File: config.mk
export PLATFORM = sky130hd
export DESIGN_NAME = bclk_gen
export DESIGN_NICKNAME = d
export VERILOG_FILES = /design/src/rtl/bclk_pkg.sv /design/src/rtl/bclk_div.sv /design/src/rtl/bclk_sync.sv /design/src/rtl/bclk_pin.sv /design/src/rtl/bclk_gen.sv
export SDC_FILE = /design/constraint.sdc
export NUM_CORES = 1
export LEC_CHECK = 0
export CORE_ASPECT_RATIO = 1.1
export CORE_MARGIN = 5
export CORE_UTILIZATION = 50
export DETAILED_ROUTE_END_ITERATION = 10
export PLACE_DENSITY = 0.79
export SYNTH_ARGS = -nofsm -noshare
export SYNTH_HDL_FRONTEND = slang
export SYNTH_SLANG_ARGS = --single-unit
File: constraint.sdc
create_clock -name clk -period 2 [get_ports clk]
set_input_delay 0.3 -clock clk [delete_from_list [all_inputs] [get_ports clk]]
set_output_delay 0.3 -clock clk [all_outputs]
set_load 0.01 [all_outputs]
File: src/rtl/bclk_pkg.sv
package bclk_pkg;
  typedef enum logic [1:0] {
    SRC_DIV = 2'd0,
    SRC_OPP = 2'd1,
    SRC_EXT = 2'd2
  } src_e;

  typedef enum logic [2:0] {
    OUT_NONE = 3'd0,
    OUT_CONT = 3'd1,
    OUT_XFER = 3'd2
  } out_e;

  typedef enum logic [1:0] {
    GATE_NONE = 2'd0,
    GATE_LOW  = 2'd1,
    GATE_HIGH = 2'd2
  } gate_e;
endpackage

File: src/rtl/bclk_div.sv
module bclk_div #(
  parameter int DIV_W = 12
) (
  input  logic             clk,
  input  logic             rst_n,
  input  logic [DIV_W-1:0] div,
  output logic             lvl
);
  logic [DIV_W-1:0] cnt_q, cnt_d;
  logic             lvl_q, lvl_d;

  always_comb begin
    cnt_d = cnt_q;
    lvl_d = lvl_q;
    if (div == '0) begin
      cnt_d = '0;
      lvl_d = 1'b0;
    end else if (cnt_q >= div - 1'b1) begin
      cnt_d = '0;
      lvl_d = ~lvl_q;
    end else begin
      cnt_d = cnt_q + 1'b1;
    end
  end

  always_ff @(posedge clk or negedge rst_n) begin
    if (!rst_n) begin
      cnt_q <= '0;
      lvl_q <= 1'b0;
    end else begin
      cnt_q <= cnt_d;
      lvl_q <= lvl_d;
    end
  end

  assign lvl = lvl_q;


  cnt_range_chk: assert property (@(posedge clk) disable iff (!rst_n)
    (div != '0 && $stable(div)) |-> (cnt_q < div));


  div_stop_chk: assert property (@(posedge clk) disable iff (!rst_n)
    (div == '0) |=> !lvl_q);
endmodule

File: src/rtl/bclk_sync.sv
module bclk_sync #(
  parameter int STAGES = 2
) (
  input  logic clk,
  input  logic rst_n,
  input  logic din,
  output logic dout
);
  logic [STAGES-1:0] sh_q;

  for (genvar i = 0; i < STAGES; i++) begin : g_stage
    if (i == 0) begin : g_first
      always_ff @(posedge clk or negedge rst_n) begin
        if (!rst_n) sh_q[0] <= 1'b0;
        else        sh_q[0] <= din;
      end
    end else begin : g_next
      always_ff @(posedge clk or negedge rst_n) begin
        if (!rst_n) sh_q[i] <= 1'b0;
        else        sh_q[i] <= sh_q[i-1];
      end
    end
  end

  assign dout = sh_q[STAGES-1];
endmodule

File: src/rtl/bclk_pin.sv
module bclk_pin
  import bclk_pkg::*;
(
  input  logic       clk,
  input  logic       rst_n,
  input  logic [2:0] mode,
  input  logic       lvl,
  input  logic       xfer,
  output logic       pin,
  output logic       oe
);
  logic pin_d, oe_d, pin_q, oe_q;

  always_comb begin
    pin_d = 1'b0;
    oe_d  = 1'b0;
    case (out_e'(mode))
      OUT_CONT: begin
        oe_d  = 1'b1;
        pin_d = lvl;
      end
      OUT_XFER: begin
        oe_d  = 1'b1;
        pin_d = xfer & lvl;
      end
      default: begin
        oe_d  = 1'b0;
        pin_d = 1'b0;
      end
    endcase
  end

  always_ff @(posedge clk or negedge rst_n) begin
    if (!rst_n) begin
      pin_q <= 1'b0;
      oe_q  <= 1'b0;
    end else begin
      pin_q <= pin_d;
      oe_q  <= oe_d;
    end
  end

  assign pin = pin_q;
  assign oe  = oe_q;


  pin_release_chk: assert property (@(posedge clk) disable iff (!rst_n)
    (mode == 3'd0 || mode > 3'd2) |=> (!oe && !pin));


  xfer_idle_low_chk: assert property (@(posedge clk) disable iff (!rst_n)
    (mode == 3'd2 && !xfer) |=> (oe && !pin));
endmodule

File: src/rtl/bclk_gen.sv
module bclk_gen
  import bclk_pkg::*;
#(
  parameter int DIV_W       = 12,
  parameter int SYNC_STAGES = 2
) (
  input  logic             clk,
  input  logic             rst_n,
  input  logic [DIV_W-1:0] cfg_div,
  input  logic [1:0]       cfg_src,
  input  logic [2:0]       cfg_out,
  input  logic             cfg_inv,
  input  logic [1:0]       cfg_gate,
  input  logic             ext_clk,
  input  logic             opp_clk,
  input  logic             fsync,
  input  logic             xfer_active,
  output logic             bit_tick,
  output logic             pin_clk,
  output logic             pin_oe
);
  logic div_lvl, opp_lvl, ext_lvl;
  logic sel_lvl, pol_lvl, gate_ok, gated_lvl;
  logic pol_q, primed_q, tick_q, tick_d;

  bclk_div #(.DIV_W(DIV_W)) u_div (
    .clk(clk), .rst_n(rst_n), .div(cfg_div), .lvl(div_lvl)
  );

  bclk_sync #(.STAGES(SYNC_STAGES)) u_sync_opp (
    .clk(clk), .rst_n(rst_n), .din(opp_clk), .dout(opp_lvl)
  );

  bclk_sync #(.STAGES(SYNC_STAGES)) u_sync_ext (
    .clk(clk), .rst_n(rst_n), .din(ext_clk), .dout(ext_lvl)
  );

  always_comb begin
    case (src_e'(cfg_src))
      SRC_DIV: sel_lvl = div_lvl;
      SRC_OPP: sel_lvl = opp_lvl;
      SRC_EXT: sel_lvl = ext_lvl;
      default: sel_lvl = 1'b0;
    endcase
    pol_lvl = sel_lvl ^ cfg_inv;
    case (gate_e'(cfg_gate))
      GATE_LOW:  gate_ok = ~fsync;
      GATE_HIGH: gate_ok = fsync;
      default:   gate_ok = 1'b1;
    endcase
    gated_lvl = pol_lvl & gate_ok;
    tick_d    = pol_lvl & ~pol_q & primed_q & gate_ok;
  end

  always_ff @(posedge clk or negedge rst_n) begin
    if (!rst_n) begin
      pol_q    <= 1'b0;
      primed_q <= 1'b0;
      tick_q   <= 1'b0;
    end else begin
      pol_q    <= pol_lvl;
      primed_q <= 1'b1;
      tick_q   <= tick_d;
    end
  end

  bclk_pin u_pin (
    .clk(clk), .rst_n(rst_n), .mode(cfg_out), .lvl(gated_lvl),
    .xfer(xfer_active), .pin(pin_clk), .oe(pin_oe)
  );

  assign bit_tick = tick_q;


  tick_single_chk: assert property (@(posedge clk) disable iff (!rst_n)
    bit_tick |=> !bit_tick);


  gate_low_chk: assert property (@(posedge clk) disable iff (!rst_n)
    (cfg_gate == 2'd1 && fsync) |=> !bit_tick);


  gate_high_chk: assert property (@(posedge clk) disable iff (!rst_n)
    (cfg_gate == 2'd2 && !fsync) |=> !bit_tick);


  first_cycle_chk: assert property (@(posedge clk) disable iff (!rst_n)
    !primed_q |=> !bit_tick);
endmodule

## Word level (Yosys, flattened, before mapping)

Index checks and enable logic that the tools add are counted.

| storage, ports and cells | value |
|---|---|
| register bits | 22 |
| input port bits | 26 |
| output and inout port bits | 3 |

| operators by class | value |
|---|---|
| add/subtract/negate cells | 2 |
| $lt $le $gt $ge | 1 |
| equality and inequality tests | 6 |
| muxes and demuxes | 8 |
| bitwise gates (word level) | 9 |
| reductions and logical operators | 4 |

Operators by type and width:

| kind | number |
|---|---|
| $mux W12 | 2 |
| $add A12 B1 Y12 const B | 1 |
| $ge A12 B12 Y1 | 1 |
| $logic_not A12 Y1 | 1 |
| $sub A12 B1 Y12 const B | 1 |
| $and A1 B1 Y1 | 5 |
| $eq A2 B1 Y1 const B | 2 |
| $eq A2 B2 Y1 const B | 2 |
| $pmux W1 S2 | 2 |
| $eq A3 B1 Y1 const B | 1 |
| $eq A3 B2 Y1 const B | 1 |
| $mux W1 | 3 |
| $not A1 Y1 | 3 |
| $pmux W1 S3 | 1 |
| $logic_not A2 Y1 | 1 |
| $reduce_bool A2 Y1 | 1 |
| $reduce_or A2 Y1 | 1 |
| $xor A1 B1 Y1 | 1 |

## Depth between registers and ports, before layout

| logic depth | value |
|---|---|
| word-level depth | 6 |
| mapped depth | 12 |
| gate-level depth less buffers | 11 |

## Hierarchy

A second synthesis with hierarchy kept.

| second synthesis, totals | value |
|---|---|
| cells, all modules | 149 |
| area, all modules | 1514.0 um^2 |

Modules (own cells, without submodules):

| module | instances | cells an instance | area an instance (um^2) | sequential area each (um^2) |
|---|---|---|---|---|
| bclk_div | 1 | 114 | 1067.3 | 325.3 |
| bclk_gen | 1 | 23 | 232.7 | 75.1 |
| bclk_pin | 1 | 8 | 113.9 | 50.0 |
| bclk_sync | 2 | 2 | 50.0 | 50.0 |

## Worst setup path after synthesis

OpenSTA, ideal clock, no wires.

| path | value |
|---|---|
| path kind | input -> register |
| from | input cfg_div[0] |
| to | register u_div.cnt_q[10] |
| arrival time | 2.347 ns |
| setup slack | -0.418 ns |
| stages | 12 |
| path through | inv_1 -> ha_1 -> nand2_1 -> or4_4 -> nor3_2 -> xnor2_1 -> ha_1 -> and4_1 -> a21oi_1 -> nand4_1 -> buf_2 -> nor2_1 |

| on the way | value |
|---|---|
| cells in the longest elaborated chain, start to end | 4 |
| elaborated cells on any way between the ends | 5 |
| classes of those cells | 1 x add/sub; 1 x order compare; 2 x mux; 1 x reduce/logical |

RTL lines:

| item | RTL line | RTL |
|---|---|---|
| start, declared | bclk_gen.sv:9 | `input logic [DIV_W-1:0] cfg_div,` |
| $sub A12 B1 Y12 | bclk_div.sv:18 | `end else if (cnt_q >= div - 1'b1) begin` |
| $ge A12 B12 Y1 | bclk_div.sv:18 |  |
| $mux W12 | bclk_div.sv:18 |  |
| $mux W12 (*) | bclk_div.sv:15 | `if (div == '0) begin` |
| named net u_div.cnt_d[10] | bclk_div.sv:9 | `logic [DIV_W-1:0] cnt_q, cnt_d;` |
| end signal, assigned | bclk_div.sv:31 | `cnt_q <= cnt_d;` |
| end, declared | bclk_div.sv:9 |  |

The timed path passes the listed nets; every way through them passes the cells marked *.
A chain may end at the register's enable or synchronous reset.

## Worst setup path in the final report

| path | value |
|---|---|
| from | input cfg_div[3] |
| to | register u_div.cnt_q[6] |

The elaborated chain is that of the path after synthesis.

==> impl_metrics.tcl <==
set metrics [dict create \
    status "finished, violations left" \
    violations "setup timing" \
    io_pins 29 \
    internal_power_uw 1050 \
    dp_slack_ns -0.921 \
    finalHoldViolCount 0 \
    seq_area_um2 551 \
    worstSetupPathType "input pin to flop" \
    vias 1224 \
    finalWorstSetupSlack_ns -0.323 \
    post-route-period-util 1.16 \
    drt-pass1-iter-count 4 \
    syn_nets 187 \
    p_clk_frac 0.216 \
    ant_nets 0 \
    start_kind "input pin" \
    cp_data_required_time_ns 2.26 \
    via_per_inst 5.19 \
    p_sw_frac 0.336 \
    synth_ff_type "dfrtp_1" \
    hold_buffers 0 \
    p_seq_frac 0.415 \
    num_rows 20 \
    hp-class "input pin to asynchronous set/reset pin" \
    clkTransAtPathRegs_ns 0.13 \
    root_buffer "clkbuf_4" \
    dr.first_iter.drc_count 32 \
    grtUsageTotal 0.200 \
    wirelength_mm 3.59 \
    fp.dieH_um 65.6 \
    cp_max_fo 6 \
    drive_gt1_frac 0.315 \
    cts_buffer_depth 2 \
    rsz0062_at_grt "true" \
    area_growth_pct 51.8 \
    die_area_mm2 0.00397 \
    clk_latency_ns 0.31 \
    htreeDepth 1 \
    clock_sinks 22 \
    r2r-end "u_div.cnt_q[6]" \
    dp_hpwl_mm 2.68 \
    portBuffers 28 \
    ys_types 32 \
    ys_warn_count 0 \
    nNetsFinal 247 \
    core_area_mm2 0.00273 \
    setup_viol 13 \
    max_cap_violations 0 \
    antenna_found_initial 0 \
    synth-seq-cells 22 \
    worstPathArrival_ns 2.58 \
    switchingPower_uw 530 \
    fin_skew_ns 0.0130 \
    fill_cells 169 \
    r2r_start "u_div.cnt_q[2]" \
    antenna_cells 0 \
    p_per_area_mw_per_mm2 741 \
    p_comb_frac 0.369 \
    drcViolationCount 0 \
    synthArstFlopShare 1.00 \
    cts_made_buffers 3 \
    syn_inst 144 \
    fin_crit_ns 2.32 \
    dieWidth_um 60.5 \
    avgSynthCellArea_um2 9.74 \
    drt-wirelength-per-cell_um 15.2 \
    finalMaxSlewViolations 0 \
    peakVddDrop_v 0.000743 \
    ys_seq_area_frac 0.393 \
    endpoint_kind "flop" \
    synth_edf_count 0 \
    grt_pass1_vias 1313 \
    syn_area_mm2 0.00140 \
    cts_tree "yes" \
    rrSetupSlack_ns 0.08 \
    grt_pass1_wl_mm 5.95 \
    floorplan.initialDensity 0.514 \
    rr_worst_depth 7 \
    routabilityCongestion 0.833 \
    p_leak_uw 0.000973 \
    fmax_mhz 431 \
    power.total_uw 1580 \
    grt_max_degree 23 \
    multi_input_area_um2 952 \
    grt_overflow_total 0 \
]
cell families after synthesis:
kind of cell    Yosys count  share of synthesized area
buf+inv                   8                     0.0223
other cells               1                    0.00267
xor+xnor                 22                      0.137
flops                    22                      0.393
simple gates             58                      0.224
compound gates           15                     0.0624
fa+ha+maj                17                      0.152
mux                       1                    0.00714
registers in the layout, summed over array words and instances (netlist names):
register	count
primed_q	1
u_pin.oe	1
u_sync_opp.dout	1
pol_q	1
u_sync_opp.sh_q	1
u_div.lvl	1
u_pin.pin	1
u_sync_ext.dout	1
bit_tick	1
u_div.cnt_q	12
u_sync_ext.sh_q	1
per-stage QoR:
step / utilization / hold slack [ns] / setup TNS (ns) / instances / area [µm²]
floorplan: - / 0.00441 / -3.16 / 144 / 1440
global placement: 0.693 / 0.344 / -9.84 / 223 / 1890
detailed placement: 0.693 / 0.348 / -11.66 / 223 / 1890
CTS: 0.750 / 0.312 / -4.93 / 233 / 2040
global route: 0.781 / 0.301 / -5.33 / 236 / 2130
finish: 0.781 / 0.307 / -3.99 / 236 / 2130
layout by cell type, fill, tap and decap left out, types with 2 or more instances in the layout:
master and n:
buf_2 2, o21ai_0 2, dfrtp_1 22, ha_1 16
buf_8 2, inv_1 5, dlymetal6s2s_1 2, nor3_4 2
clkbuf_4 3, buf_6 3, nand4_1 4, a21oi_1 6
clkdlybuf4s50_1 19, buf_4 26, nor2b_1 4, nor2_4 8
nor2_2 4, nand2_1 7, nor2_1 8, dlygate4sd2_1 2
xor2_1 14, inv_4 2, nand3_1 8, and4_1 2
xnor2_1 8
synthesized netlist by cell type, types with 2 or more instances:
cell / n / area share
xor2_1: 14 / 0.087
a21oi_1: 7 / 0.025
ha_1: 17 / 0.15
and4_1: 3 / 0.019
nor2_1: 20 / 0.054
nand3_1: 8 / 0.029
nor2b_1: 4 / 0.018
nor3_2: 2 / 0.014
nand2_1: 8 / 0.021
inv_1: 7 / 0.019
dfrtp_1: 22 / 0.39
xnor2_1: 8 / 0.050
nand4_1: 4 / 0.018
o21ai_0: 2 / 0.0071
layout make-up:
| class | count | area share |
|---|---|---|
| Multi-Input combinational cell | 114 | 0.447 |
| Sequential cell | 22 | 0.259 |
| Timing Repair Buffer | 56 | 0.236 |
| Tap cell | 33 | 0.0194 |
| Inverter | 7 | 0.0147 |
| Clock inverter | 1 | 0.0141 |
| Clock buffer | 3 | 0.0106 |
how the worst max path moves through the flow:
stage,start,slack (ns),endpoint,cells past startpoint
after floorplan,cfg_div[4],-0.27,u_div.cnt_q[10],11
after global placement,cfg_div[4],-0.77,u_div.cnt_q[0],12
after detailed placement,cfg_div[4],-0.92,u_div.cnt_q[10],12
after CTS,cfg_div[2],-0.40,u_div.cnt_q[9],12
after global routing,cfg_div[3],-0.44,u_div.cnt_q[9],11
final,cfg_div[3],-0.32,u_div.cnt_q[6],11
worst max-delay path: stages:
cell and delay, ns:
buf_8 0.10, nor3_4 0.22, nand2_4 0.07, or4_4 0.51
xor2_1 0.21, ha_1 0.28, and4_4 0.21, o211ai_1 0.15
nand4_1 0.23, buf_6 0.21, nor2_2 0.10
what timing repair did:
item,4_1_cts,5_1_grt
gates resized for setup,46,16
setup buffers,5,4
pin swaps,19,15
endpoints found under the setup margin,13,13
gates cloned,1,0
power groups by stage:
stage / logic (µW) / clock network [µW] / registers [µW]
floorplan: 297 / 0 / 632
global placement: 450 / 0 / 652
detailed placement: 481 / 0 / 661
CTS: 550 / 347 / 653
global route: 660 / 366 / 668
finish: 583 / 341 / 655
per-layer routing:
metal	part of all wire	wire length [µm]	GRT usage	vias to the layer above
met5	0	0	0	-
met4	0.013	48	0.0163	0
met3	0.051	184	0.0511	6
met2	0.56	2010	0.388	29
met1	0.37	1350	0.221	574
li1	-	-	-	615
No activity file was read; power rests on OpenSTA's default activity.
